<file path="src/rtl/xgi_pkg.sv">
// Package: shared widths, register offsets and bit positions of the
// transfer group interrupt flag unit.
// Assumes an 8-bit register port with byte offsets on a 3-bit address.
package xgi_pkg;
    localparam int DATA_W = 8;
    localparam int ADDR_W = 3;
    localparam int MCTL_W = 3;

    // Register offsets
    localparam logic [ADDR_W-1:0] OFS_FLAG_CLRA = 3'd0;
    localparam logic [ADDR_W-1:0] OFS_CLRB      = 3'd1;
    localparam logic [ADDR_W-1:0] OFS_ENABLE    = 3'd2;
    localparam logic [ADDR_W-1:0] OFS_MASTER    = 3'd3;
    localparam logic [ADDR_W-1:0] OFS_SUMMARY   = 3'd4;

    // Flag positions, also used by the enable register
    localparam int FB_READY = 0;
    localparam int FB_CNT   = 1;
    localparam int FB_WAIT  = 5;
    localparam int FB_PTC   = 6;
    localparam int FB_STC   = 7;

    // Clear register bit positions
    localparam int CA_WAIT = 3;
    localparam int CA_PTC  = 4;
    localparam int CA_STC  = 5;
    localparam int CA_DMA  = 6;
    localparam int CA_FIFO = 7;
    localparam int CB_CNT  = 0;

    // Derived masks
    localparam logic [DATA_W-1:0] LATCH_MASK =
        DATA_W'((1 << FB_CNT) | (1 << FB_WAIT) | (1 << FB_PTC) | (1 << FB_STC));
    localparam logic [DATA_W-1:0] LIVE_MASK = DATA_W'(1 << FB_READY);
    localparam logic [DATA_W-1:0] IMPL_MASK = LATCH_MASK | LIVE_MASK;

    // Mapping of one clear bit to the flag it removes
    typedef struct packed {
        logic       in_b;  // 1: second clear register, 0: first
        logic [2:0] src;   // bit position in the clear register
        logic [2:0] dst;   // flag position
    } clr_map_t;

    localparam int NUM_CLR = 4;
endpackage

</file>
<file path="src/rtl/xgi_reg_decode.sv">
// Register write decoder.
// Turns port writes into a flag-positioned clear vector, stores the enable
// and master control registers and produces the registered reset strobes.
// Assumes that a write lasts one cycle and that offsets follow xgi_pkg.
module xgi_reg_decode
    import xgi_pkg::*;
(
    input  logic              clk,
    input  logic              rst_n,
    input  logic [ADDR_W-1:0] bus_addr,
    input  logic              bus_wr,
    input  logic [DATA_W-1:0] bus_wdata,
    output logic [DATA_W-1:0] clr_vec,
    output logic [DATA_W-1:0] en_q,
    output logic [MCTL_W-1:0] mctl_q,
    output logic              dma_rst_q,
    output logic              fifo_rst_q
);
    function automatic clr_map_t map_entry(input int k);
        clr_map_t m;
        case (k)
            0:       m = '{in_b: 1'b0, src: 3'(CA_WAIT), dst: 3'(FB_WAIT)};
            1:       m = '{in_b: 1'b0, src: 3'(CA_PTC),  dst: 3'(FB_PTC)};
            2:       m = '{in_b: 1'b0, src: 3'(CA_STC),  dst: 3'(FB_STC)};
            default: m = '{in_b: 1'b1, src: 3'(CB_CNT),  dst: 3'(FB_CNT)};
        endcase
        return m;
    endfunction

    logic wr_a, wr_b, wr_en, wr_mc;
    logic [NUM_CLR-1:0] clr_hit;

    // Select which register a write targets
    always_comb begin
        wr_a  = bus_wr && (bus_addr == OFS_FLAG_CLRA);
        wr_b  = bus_wr && (bus_addr == OFS_CLRB);
        wr_en = bus_wr && (bus_addr == OFS_ENABLE);
        wr_mc = bus_wr && (bus_addr == OFS_MASTER);
    end

    // One hit per clear mapping entry
    for (genvar k = 0; k < NUM_CLR; k++) begin : g_clr
        localparam clr_map_t M = map_entry(k);
        assign clr_hit[k] = (M.in_b ? wr_b : wr_a) && bus_wdata[M.src];
    end

    // Scatter the clear hits onto flag positions
    always_comb begin
        clr_vec = '0;
        for (int k = 0; k < NUM_CLR; k++) begin
            clr_vec[map_entry(k).dst] = clr_hit[k];
        end
    end

    // Enable register keeps only implemented flag positions
    always_ff @(posedge clk) begin
        if (!rst_n)     en_q <= '0;
        else if (wr_en) en_q <= bus_wdata & IMPL_MASK;
    end

    // Master control register
    always_ff @(posedge clk) begin
        if (!rst_n)     mctl_q <= '0;
        else if (wr_mc) mctl_q <= bus_wdata[MCTL_W-1:0];
    end

    // One-cycle reset strobes after a first-clear write
    always_ff @(posedge clk) begin
        if (!rst_n) begin
            dma_rst_q  <= 1'b0;
            fifo_rst_q <= 1'b0;
        end else begin
            dma_rst_q  <= wr_a && bus_wdata[CA_DMA];
            fifo_rst_q <= wr_a && bus_wdata[CA_FIFO];
        end
    end
endmodule

</file>
<file path="src/rtl/xgi_flag_bank.sv">
// Flag storage.
// Latched positions set on their pulse and hold until cleared, and a set wins
// over a clear in the same cycle. Live positions pass their level through.
// Assumes set, clear and live vectors all use flag positions.
module xgi_flag_bank
    import xgi_pkg::*;
(
    input  logic              clk,
    input  logic              rst_n,
    input  logic [DATA_W-1:0] set_vec,
    input  logic [DATA_W-1:0] clr_vec,
    input  logic [DATA_W-1:0] live_vec,
    output logic [DATA_W-1:0] flag_vec
);
    logic [DATA_W-1:0] latch_q;
    logic [DATA_W-1:0] latch_d;

    // Next state: set has priority over clear
    always_comb latch_d = (set_vec | (latch_q & ~clr_vec)) & LATCH_MASK;

    // Latched flag register
    always_ff @(posedge clk) begin
        if (!rst_n) latch_q <= '0;
        else        latch_q <= latch_d;
    end

    // Merge latched and live positions
    always_comb flag_vec = latch_q | (live_vec & LIVE_MASK);
endmodule

</file>
<file path="src/rtl/xgi_irq_merge.sv">
// Interrupt merge and read mux.
// Masks the flags with the enable register, gates the result with the master
// control value and selects read data by offset.
// Assumes enable and master values are already masked to implemented bits.
module xgi_irq_merge
    import xgi_pkg::*;
(
    input  logic [ADDR_W-1:0] bus_addr,
    input  logic [DATA_W-1:0] flag_vec,
    input  logic [DATA_W-1:0] en_q,
    input  logic [MCTL_W-1:0] mctl_q,
    output logic              pending,
    output logic              irq_req,
    output logic [DATA_W-1:0] rdata
);
    // Enabled flags and gated request
    always_comb begin
        pending = |(flag_vec & en_q);
        irq_req = pending && (mctl_q != '0);
    end

    // Read data by offset
    always_comb begin
        case (bus_addr)
            OFS_FLAG_CLRA: rdata = flag_vec;
            OFS_ENABLE:    rdata = en_q;
            OFS_MASTER:    rdata = DATA_W'(mctl_q);
            OFS_SUMMARY:   rdata = DATA_W'({irq_req, pending});
            default:       rdata = '0;
        endcase
    end
endmodule

</file>
<file path="src/rtl/xfer_grp_irq_unit.sv">
// Transfer group interrupt flag unit, top level.
// Collects the event inputs into a flag vector, decodes register writes and
// drives the interrupt request, line select and reset strobes.
// Assumes event inputs are synchronous one-cycle pulses, apart from the
// FIFO-not-empty level.
module xfer_grp_irq_unit
    import xgi_pkg::*;
(
    input  logic              clk,
    input  logic              rst_n,
    input  logic [ADDR_W-1:0] bus_addr,
    input  logic              bus_wr,
    input  logic [DATA_W-1:0] bus_wdata,
    output logic [DATA_W-1:0] bus_rdata,
    input  logic              ev_fifo_nonempty,
    input  logic              ev_count_done,
    input  logic              ev_wait_timeout,
    input  logic              ev_ptc,
    input  logic              ev_stc,
    output logic              irq_req,
    output logic [1:0]        irq_line_sel,
    output logic              irq_open_drain,
    output logic              dma_rst_pulse,
    output logic              fifo_rst_pulse
);
    logic [DATA_W-1:0] set_vec, live_vec, clr_vec, flag_vec, en_q;
    logic [MCTL_W-1:0] mctl_q;
    logic              pending;

    // Place the event inputs at their flag positions
    always_comb begin
        set_vec          = '0;
        set_vec[FB_CNT]  = ev_count_done;
        set_vec[FB_WAIT] = ev_wait_timeout;
        set_vec[FB_PTC]  = ev_ptc;
        set_vec[FB_STC]  = ev_stc;
        live_vec           = '0;
        live_vec[FB_READY] = ev_fifo_nonempty;
    end

    xgi_reg_decode u_dec (
        .clk        (clk),
        .rst_n      (rst_n),
        .bus_addr   (bus_addr),
        .bus_wr     (bus_wr),
        .bus_wdata  (bus_wdata),
        .clr_vec    (clr_vec),
        .en_q       (en_q),
        .mctl_q     (mctl_q),
        .dma_rst_q  (dma_rst_pulse),
        .fifo_rst_q (fifo_rst_pulse)
    );

    xgi_flag_bank u_flags (
        .clk      (clk),
        .rst_n    (rst_n),
        .set_vec  (set_vec),
        .clr_vec  (clr_vec),
        .live_vec (live_vec),
        .flag_vec (flag_vec)
    );

    xgi_irq_merge u_irq (
        .bus_addr (bus_addr),
        .flag_vec (flag_vec),
        .en_q     (en_q),
        .mctl_q   (mctl_q),
        .pending  (pending),
        .irq_req  (irq_req),
        .rdata    (bus_rdata)
    );

    // Drive selection outputs from master control
    always_comb begin
        irq_line_sel   = mctl_q[1:0];
        irq_open_drain = mctl_q[2];
    end
endmodule

</file>
<file path="config.mk">
export PLATFORM = sky130hd
export DESIGN_NAME = xfer_grp_irq_unit
export DESIGN_NICKNAME = d
export VERILOG_FILES = /design/src/rtl/xgi_pkg.sv /design/src/rtl/xgi_reg_decode.sv /design/src/rtl/xgi_flag_bank.sv /design/src/rtl/xgi_irq_merge.sv /design/src/rtl/xfer_grp_irq_unit.sv
export SDC_FILE = /design/constraint.sdc
export NUM_CORES = 1
export LEC_CHECK = 0
export BUFFER_PORTS_ARGS = -buffer_cell sky130_fd_sc_hd__buf_2
export CAP_MARGIN = 20
export CORE_AREA = 2 2 45 47
export CTS_BUF_LIST = sky130_fd_sc_hd__clkbuf_4 sky130_fd_sc_hd__clkbuf_8
export CTS_CLUSTER_DIAMETER = 200
export DETAILED_ROUTE_END_ITERATION = 8
export DIE_AREA = 0 0 47 49
export GPL_ROUTABILITY_DRIVEN = 1
export PLACE_DENSITY_LB_ADDON = 0.1
export SYNTH_ARGS = -nofsm -noshare
export SYNTH_HDL_FRONTEND = slang
export SYNTH_SLANG_ARGS = --single-unit
</file>
<file path="constraint.sdc">
create_clock -name clk -period 2.16 [get_ports clk]
set_input_delay 0.432 -clock clk [delete_from_list [all_inputs] [get_ports clk]]
set_output_delay 0.432 -clock clk [all_outputs]
set_load 0.1 [all_outputs]
</file>
# Word-level counts from Yosys, hierarchy flattened

Cells that the tools add are included.

Output and inout port bits: 14
Register bits after elaboration: 18
Memory bits (read-only): 0
Latch bits: 0
Memories: 0
Memory bits (writable): 0

Reductions and logical operators: 14
Equality and inequality tests: 4
Div/mod/pow operators: 0
Bitwise gates (word level): 5
Add/subtract/negate cells: 0
Muxes and demuxes: 1
Shifts and indexed selects: 0
$mul: 0
Magnitude comparators: 0

Operators by type and width:

| kind               | count |
|---|---|
| $pmux 8 s4         | 1 |
| $and 8x8->8        | 2 |
| $logic_and 1x1->1  | 11 |
| $not 8->8          | 1 |
| $or 8x1->8         | 1 |
| $or 8x8->8         | 1 |
| $reduce_or 8->1    | 1 |
| $eq 3x2->1 const B | 2 |
| $eq 3x1->1 const B | 1 |
| $eq 3x3->1 const B | 1 |
| $logic_not 3->1    | 1 |
| $reduce_bool 3->1  | 1 |

# Depth between registers and ports, before layout

Gate-level depths: netlist (run 1).

Depth in word-level cells: 6
Mapped depth: 4
Mapped depth without buffers: 3

# By module

Synthesis (run 1) repeated with hierarchy kept, for this count alone.

Cells, all modules: 104
Area, all modules: 933.4 um2

Modules (own cells, without submodules):

| module            | cells each | area an instance (um2) | instances | seq. area each (um2) |
|---|---|---|---|---|
| xgi_reg_decode    | 52         | 485.5                  | 1         | 200.2 |
| xgi_irq_merge     | 34         | 245.2                  | 1         | 0.0 |
| xgi_flag_bank     | 17         | 198.9                  | 1         | 80.1 |
| xfer_grp_irq_unit | 1          | 3.8                    | 1         | 0.0 |

# Least setup slack after synthesis (run 1)

Ideal clock, no wire load.

Kind: register to output
Start point: reg u_dec.mctl_q[0]
End point: out bus_rdata[1]
Path buffers: 0
Cell stages (with the launch flop): 3
Arrival time: 3.509 ns
Path slack: -1.781 ns
Path through: dfxtp_1 -> nor3_1 -> o32ai_1

Cells in the longest elaborated chain, start to end: 3

RTL lines:

| element                | line                    | source |
|---|---|---|
| start, declared        | xgi_reg_decode.sv:15    | `output logic [MCTL_W-1:0] mctl_q,` |
| start signal, assigned | xgi_reg_decode.sv:64    | `else if (wr_mc) mctl_q <= bus_wdata[MCTL_W-1:0];` |
| $reduce_bool 3->1      | xgi_irq_merge.sv:19     | `irq_req = pending && (mctl_q != '0);` |
| $logic_and 1x1->1      | xgi_irq_merge.sv:19     |  |
| $pmux 8 s4             | xgi_irq_merge.sv:24     | `case (bus_addr)` |
| end, declared          | xfer_grp_irq_unit.sv:14 | `output logic [DATA_W-1:0] bus_rdata,` |

Every way passes these cells.

# Worst setup path after layout (run 1)

Start point: reg u_flags.latch_q[6]
End point: out irq_req

Cells in the longest elaborated chain, start to end: 4

RTL lines:

| element                | line                    | source |
|---|---|---|
| start, declared        | xgi_flag_bank.sv:15     | `logic [DATA_W-1:0] latch_q;` |
| start signal, assigned | xgi_flag_bank.sv:24     | `else latch_q <= latch_d;` |
| $or 8x1->8             | xgi_flag_bank.sv:28     | `always_comb flag_vec = latch_q \| (live_vec & LIVE_MASK);` |
| $and 8x8->8            | xgi_irq_merge.sv:18     | `pending = \|(flag_vec & en_q);` |
| $reduce_or 8->1        | xgi_irq_merge.sv:18     |  |
| $logic_and 1x1->1      | xgi_irq_merge.sv:19     |  |
| end, declared          | xfer_grp_irq_unit.sv:20 | `output logic irq_req,` |

Every way passes these cells.

==> results of run 1 <==
[per-stage QoR]
stage	power (W)	hold slack [ns]
6_report	0.000599	0.328
4_1_cts	0.000607	0.320
5_1_grt	0.000628	0.315
3_5_place_dp	0.000419	0.525
2_1_floorplan	0.000387	0.504
3_3_place_gp	0.000417	0.516
[routing by layer]
layer | track usage (%) | share of wire (%) | vias to the layer above
li1 | - | - | 333
met1 | 25.3 | 47 | 319
met2 | 20.5 | 48 | 19
met3 | 3.33 | 3.9 | 2
met4 | 6.94 | 0.55 | 0
met5 | 0 | 0 | -
[power by group through the flow]
stage / Sequential (W) / Clock [W] / Combinational (W)
2_1_floorplan: 0.000290 / 0 / 0.0000976
3_3_place_gp: 0.000280 / 0 / 0.000137
3_5_place_dp: 0.000280 / 0 / 0.000138
4_1_cts: 0.000274 / 0.000193 / 0.000139
5_1_grt: 0.000276 / 0.000205 / 0.000147
6_report: 0.000274 / 0.000186 / 0.000139
[worst max-delay path by stage]
stage / cells after the start / endpoint / from / slack (ns)
after detailed placement: 5 / bus_rdata[1] / bus_addr[1] / 0.22
after floorplan: 4 / bus_rdata[1] / bus_addr[0] / -0.01
after global routing: 4 / irq_req / u_flags.latch_q[6] / 0.02
after global placement: 5 / bus_rdata[1] / bus_addr[1] / 0.24
final: 4 / irq_req / u_flags.latch_q[6] / 0.06
after CTS: 4 / irq_req / u_flags.latch_q[6] / 0.02
[synth_stat cells]
cell type | n | area [um2]
dfxtp_1 | 14 | 280
mux2i_1 | 13 | 130
nor2b_1 | 8 | 50.1
buf_4 | 5 | 37.5
nor3_1 | 4 | 20.0
a31oi_1 | 3 | 18.8
and3_1 | 3 | 18.8
inv_1 | 3 | 11.3
nand2_1 | 3 | 11.3
o21ai_0 | 3 | 15.0
a2bb2oi_1 | 2 | 17.5
nand4b_1 | 2 | 17.5
nor2_1 | 2 | 7.51
o21a_1 | 2 | 15.0
a222oi_1 | 1 | 10.0
and2_1 | 1 | 6.26
and3b_1 | 1 | 8.76
and4bb_1 | 1 | 12.5
buf_2 | 1 | 5.00
clkbuf_1 | 1 | 3.75
conb_1 | 1 | 3.75
nor4b_4 | 1 | 23.8
o22ai_1 | 1 | 6.26
o32ai_1 | 1 | 8.76
[area by class of cell]
| type | count | area (um2) |
|---|---|---|
| multi-input cells | 54 | 475 |
| inverters | 3 | 11.3 |
| repair buffers | 31 | 203 |
| fillers | 178 | 798 |
| well taps | 27 | 33.8 |
| flip-flops and latches | 14 | 284 |
| clock buffers | 4 | 36.3 |
[kinds of logic (layout without fill, tap and decap cells)]
group,count (synthesis),in the layout,synth area share [%]
compound gates,13,13,12.4
buf+inv,10,38,7.78
other cells,1,2,0.507
simple gates,26,26,23.9
mux,13,13,17.6
flops,14,14,37.9
[state kept, by name, summed over array words and instances (netlist names)]
register          cells
u_dec.fifo_rst_q      1
u_dec.en_q            5
u_dec.dma_rst_q       1
u_dec.mctl_q          3
u_flags.latch_q       4
[timing repair]
| action | CTS | global route |
|---|---|---|
| gates resized for setup | 0 | 1 |
| hold buffers | 0 | 0 |
| setup endpoints to repair | 0 | 2 |
[layout by cell type (no fill, tap or decap), drive strengths merged, types with 3 or more instances in the layout]
cell,n
nand2,3
nor2b,8
buf,31
o21ai,3
nor3,4
dfxtp,14
and3,3
a31oi,3
mux2i,13
inv,3
clkbuf,4
==> results.cfg, run 1 <==
[global_routing]
grt.overflow.total = 0
grt_pass1_wl_mm = 2.72
grt_usage_pct = 16.1
grt_pass1_vias = 609
grt_max_degree = 15
antenna_found_initial = 0

[die]
die_y_um = 49
die-area_um2 = 2300
row_count = 16
ioPinCount = 33
core_area_um2 = 1840
fp.dieW_um = 47
initial_core_util_pct = 40.1

[logic_synthesis]
avgSynthCellArea_um2 = 9.60
syn_inst = 77
yosysUniqueCellTypes = 24
yosysSeqAreaShare_pct = 37.9
yosysWarnings = 0
synth_area_um2 = 739
ys_ff_latch = 14

[min_path]
whs_path_depth = 2
min_path_type = primary input to flip-flop
hold_start = bus_wdata[4]
holdPathEnd = u_flags.latch_q[6]

[placement]
port_buffers = 30
place_worst_setup_slack_ns = 0.218
gp_congestion = 0.689
place_area_um2 = 1010
dp_cells = 129
dp_hpwl_mm = 1.28

[layout]
fin_area_um2 = 1040
areaGrowthSynthToFinish_pct = 41.1
nets = 126
drive_gt1_share_pct = 43.4
num_antenna_cells = 0
layoutNonFillerInstCount = 133
final_util_pct = 56.7

[critical_path]
crit_path_cell_trace = a222oi_1, and3_2, nor2_2, buf_2
worstSetupPathType = flip-flop to output pin
reg2reg_to = u_flags.latch_q[1]
cp_top_family = simple AND/OR/NAND/NOR gates
r2r_start = u_flags.latch_q[1]
reg2reg_slack_ns = 1.47
worst-endpoint-arrival_ns = 1.67
slowest_stage = a222oi_1
end_kind = output pin
slowest_delay_ns = 0.37
critPathBufInv = 1
r2r_cells = 2
setup.worst_path.start_class = flip-flop
cp_data_required_time_ns = 1.73
cp_max_fo = 3

[power]
clockPowerShare_pct = 31.1
internal_power_w = 0.000416
p_comb_share_pct = 23.1
leakage_nw = 0.467
p_switching_w = 0.000184
pwr-share-seq_pct = 45.8
powerDensity_nw_per_um2 = 574
ir_worst_vdd_v = 0.000429
switching_share_pct = 30.6

[routing]
via_count = 673
ant_nets = 0
finalWirelength_mm = 1.65
dr.pass1.iters = 6
via_per_inst = 5.06
wl_per_cell_um = 12.4
dr.first_iter.drc_count = 14
drc = 0

[clock_network]
cts_root_buffer = clkbuf_4
htreeDepth = 1
clockBufferDepth = 2
numCtsBuffers = 3
clk_pin_slew_worst_paths_ns = 0.08
clock_sinks = 14
cts_tree = done
clkLatencyLatePin_ns = 0.27
cts_setup_buffers = 0

[sta]
fin_crit_sh_pct = 97.2
finalHoldViolations = 0
finalMaxSlewViolations = 0
finalClockSkew_ns = 0
final.setup.worst_slack_ns = 0.0603
final.setup.tns_ns = 0
rsz0062_at_grt = no
clock.fmax_ghz = 0.476
period_needed_ns = 2.10
setup_viol = 0

[outcome]
status = completed

[flow_run]
drv_cap = 0
Power figures use the tool's default switching activity.
==> run 2, diff against run 1 <==
Settings changed: REMOVE_ABC_BUFFERS from default to 1.
==> run 2 against run 1 <==
Against the previous run:
- global-route usage decreased by 1.7 points
- largest cell class unchanged
- power decreased by 2.1%
- via count decreased by 4.0%
- clock-buffer cell count unchanged
- clock power about the same
==> results.cfg, run 2 (synthesized netlist as in run 1, its figures left out) <==
[power]
powerDensity_nw_per_um2 = 600
ir_worst_vdd_v = 0.000344
leakage_nw = 0.450

[routing]
drc = 0
dr.pass1.iters = 4
via_per_inst = 4.89
dr.first_iter.drc_count = 9
via_count = 646
finalWirelength_mm = 1.52
ant_nets = 0
wl_per_cell_um = 11.5

[sta]
rsz0062_at_grt = no
period_needed_ns = 2.03
finalMaxSlewViolations = 0
fin_crit_sh_pct = 94.1
clock.fmax_ghz = 0.492
final.setup.worst_slack_ns = 0.127
finalClockSkew_ns = 0
hold_slack_ns = 0.322
setup_viol = 0
finalHoldViolations = 0

[layout]
nets = 125
num_antenna_cells = 0
fillers = 185
layoutNonFillerInstCount = 132
final_common_cell = buf_2
top_regs = u_dec.en_q x5, u_flags.latch_q x4, u_dec.mctl_q x3
largest_register_ffs = 5
regMostFlops = u_dec.en_q
drive_gt1_share_pct = 33.3
layout_common_cells = buf_2 (26), dfxtp_1 (14), mux2i_1 (13)
areaGrowthSynthToFinish_pct = 32.1

[clock_network]
clkLatencyLatePin_ns = 0.27
numCtsBuffers = 3
cts_root_buffer = clkbuf_4
clockBufferDepth = 2
clk_pin_slew_worst_paths_ns = 0.09
post_cts_resized = 0
cts_tree = done
htreeDepth = 1
cts_hold_buf = 0
cts_setup_buffers = 0
clock_sinks = 14

[min_path]
min_path_type = primary input to flip-flop

[placement]
dp_cells = 128
port_buffers = 30
gp_congestion = 0.740
dp_hpwl_mm = 1.16
place_worst_setup_slack_ns = 0.294

[die]
fp.dieW_um = 47
row_count = 16
die_y_um = 49
core_area_um2 = 1840
ioPinCount = 33
initial_core_util_pct = 40.1
die-area_um2 = 2300

[global_routing]
grt_pass1_vias = 566
grt.overflow.total = 0
grt_usage_pct = 14.3
grt_pass1_wl_mm = 2.45
grt_max_degree = 15
antenna_found_initial = 0

[critical_path]
end_kind = output pin
worst-endpoint-arrival_ns = 1.60
slowest_delay_ns = 0.43
cp_data_required_time_ns = 1.73
setup.worst_path.start_class = flip-flop
cp_max_fo = 3
slowest_stage = o32ai_1
crit_path_cell_trace = a222oi_1, and3_1, o32ai_1, buf_12
worstSetupPathType = flip-flop to output pin

[flow_run]
drv_cap = 0

[outcome]
status = completed
run 2: final cells by class:
cell class | instances | area, um2 | area share, %
timing repair buffer | 30 | 210 | 21.5
clock buffer | 4 | 36.3 | 3.71
multi-input combinational | 54 | 405 | 41.5
inverter | 3 | 11.3 | 1.15
sequential | 14 | 280 | 28.7
tap | 27 | 33.8 | 3.46
run 2: per-layer routing:
layer  GRT usage [%]  share of wire [%]  routed length (um)
met2            20.3                 43                 655
met3            2.96                7.1                 107
met4            5.56               0.53                   8
met1            20.9                 49                 745
met5               0                  0                   0
run 2: final timing paths:
kind              slack [ns]               start  cells after the start                  to
hold reg to reg         0.54       u_dec.en_q[0]                      2       u_dec.en_q[0]
hold / removal          0.32        bus_wdata[4]                      2  u_flags.latch_q[6]
setup / recovery        0.13  u_flags.latch_q[6]                      4        bus_rdata[1]
setup reg to reg        1.47  u_flags.latch_q[1]                      2  u_flags.latch_q[1]
run 2: report_power, final:
part,switching [W],total [W],internal (W)
logic,0.0000829,0.000126,0.0000428
clock network,0.0000848,0.000187,0.000102
registers,0.00000672,0.000274,0.000267
total,0.000174,0.000587,0.000412
run 2: worst max-delay path, delay by kind of cell (launching register included):
kind	cells	cell delay, ns
flip-flops	1	0.36
AND/OR/NAND/NOR	1	0.18
buffers and inverters	1	0.23
AO/OA/AOI/OAI	2	0.55
run 2: stage by stage:
| stage | area [um2] | setup TNS, ns | util (%) | total power [W] |
|---|---|---|---|---|
| global placement | 941 | 0 | 51.1 | 0.000405 |
| detailed placement | 941 | 0 | 51.1 | 0.000406 |
| CTS | 977 | 0 | 53.1 | 0.000596 |
| floorplan | 697 | -6.02 | - | 0.000359 |
| global route | 977 | 0 | 53.1 | 0.000617 |
| finish | 977 | 0 | 53.1 | 0.000587 |
==> run 3, diff against run 2 <==
Settings changed: CORE_AREA 2 2 45 47 to 2 2 51 53, DIE_AREA 0 0 47 49 to 0 0 53 55, GPL_TIMING_DRIVEN from default to 0, SYNTH_HIERARCHICAL from default to 1.
==> run 3 against run 2 <==
Against the previous run:
- the run now ends with max-slew violations left
- cell count is 16% higher
- sequential cell count stayed put
- fmax is 0.14% lower
- first-iteration DRC count stayed put
- setup slack worse by 0.0029 ns
==> results.cfg, run 3 <==
[clock_network]
cts_setup_buffers = 0
clock_sinks = 14
clk_pin_slew_worst_paths_ns = 0.08
post_cts_resized = 0
cts_root_buffer = clkbuf_4
cts_tree = done
clockBufferDepth = 2
clkLatencyLatePin_ns = 0.27
numCtsBuffers = 3
cts_hold_buf = 0
htreeDepth = 1

[critical_path]
crit_path_cell_trace = buf_2, mux2_1, a22oi_1, o32ai_1, clkbuf_4
worstSetupPathType = primary input to output pin
slowest_delay_ns = 0.35
r2r_cells = 2
end_kind = output pin
slowest_stage = mux2_1
cp_top_family = buffers and inverters
crit_cells = 5
cp_max_fo = 15
worst-endpoint-arrival_ns = 1.60
cp_data_required_time_ns = 1.73
critPathBufInv = 2
setup.worst_path.start_class = primary input

[layout]
layout_common_cells = buf_2 (28), nand2_1 (16), mux2i_1 (15)
top_regs = u_dec/en_q x5, u_flags/latch_q x4, u_dec/mctl_q x3
final_common_cell = buf_2
seq_area_um2 = 280
fillers = 258
areaGrowthSynthToFinish_pct = 15.4
nets = 144
fin_area_um2 = 1030
multi_input_area_um2 = 538
drive_gt1_share_pct = 32.5
regMostFlops = u_dec/en_q
num_antenna_cells = 0
largest_register_ffs = 5

[power]
clockPowerShare_pct = 24.7
p_comb_share_pct = 27.4
leakage_nw = 0.487
ir_worst_vdd_v = 0.000299
switching_share_pct = 33.4
p_switching_w = 0.000191
powerDensity_nw_per_um2 = 553
p_total_w = 0.000572
pwr-share-seq_pct = 47.9
internal_power_w = 0.000381

[flow_run]
drv_cap = 0

[placement]
gp_congestion = 0.742
place_area_um2 = 1010
dp_hpwl_mm = 1.40
port_buffers = 30
place_worst_setup_slack_ns = 0.0487

[die]
row_count = 18
core_area_um2 = 2360
initial_core_util_pct = 37.9
die_y_um = 55
ioPinCount = 33
die-area_um2 = 2920
fp.dieW_um = 53

[sta]
max_slew_margin_pct = -86.7
final.setup.worst_slack_ns = 0.125
fin_crit_sh_pct = 94.2
hold_slack_ns = 0.365
finalHoldViolations = 0
finalMaxSlewViolations = 2
period_needed_ns = 2.04
clock.fmax_ghz = 0.491
rsz0062_at_grt = no
finalClockSkew_ns = 0
tightest_slew_ns = 2.78
setup_viol = 0

[global_routing]
grt_pass1_vias = 706
grt_max_degree = 21
grt_usage_pct = 14.1
grt.overflow.total = 0
antenna_found_initial = 0
grt_pass1_wl_mm = 3.02

[routing]
via_per_inst = 4.84
drc = 0
wl_per_cell_um = 11.8
finalWirelength_mm = 1.81
dr.pass1.iters = 3
via_count = 741
ant_nets = 0
dr.first_iter.drc_count = 9

[outcome]
status = complete, but fails checks
violations = max-slew violations

[min_path]
whs_path_depth = 2
min_path_type = primary input to flip-flop

[logic_synthesis]
syn_inst = 98
synth_area_um2 = 896
avgSynthCellArea_um2 = 9.14
yosysWarnings = 6
run 3: power by group through the flow:
stage	sequential (W)	combinational, W	clock [W]
floorplan	0.000290	0.0000994	0
global placement	0.000280	0.000154	0
detailed placement	0.000280	0.000156	0
CTS	0.000274	0.000156	0.000149
global route	0.000276	0.000169	0.000161
finish	0.000274	0.000157	0.000141
run 3: worst paths after layout:
| path | startpoint | endpoint | slack (ns) |
|---|---|---|---|
| setup / recovery | bus_addr[0] | bus_rdata[1] | 0.12 |
| hold / removal | ev_stc | u_flags/latch_q[7] | 0.37 |
| setup reg to reg | u_flags/latch_q[1] | u_flags/latch_q[1] | 1.43 |
| hold reg to reg | u_dec/en_q[0] | u_dec/en_q[0] | 0.48 |
run 3: per-layer routing:
metal,GRT usage (%),up-vias,wire length [um]
met1,18.3,329,870
li1,-,392,-
met4,6.41,0,13
met3,1.61,2,94
met5,0,-,0
met2,23.5,18,828
run 3: layout make-up:
| type | count | share of cell area [%] |
|---|---|---|
| Tap cell | 30 | 3.63 |
| Timing Repair Buffer | 30 | 15.0 |
| Sequential cell | 14 | 27.1 |
| Multi-Input combinational cell | 76 | 52.1 |
| Clock buffer | 3 | 2.18 |
run 3: worst register-to-register path, stage by stage, from the launching register on:
cell     delay [ns]
dfxtp_1        0.34
nor2b_4        0.13
o21a_1         0.17
run 3: through the flow:
stage	cells	setup TNS, ns	utilization [%]
3_5_place_dp	150	0	42.5
2_1_floorplan	90	-6.77	-
3_3_place_gp	150	0	42.5
6_report	153	0	43.7
5_1_grt	153	0	43.7
4_1_cts	153	0	43.5
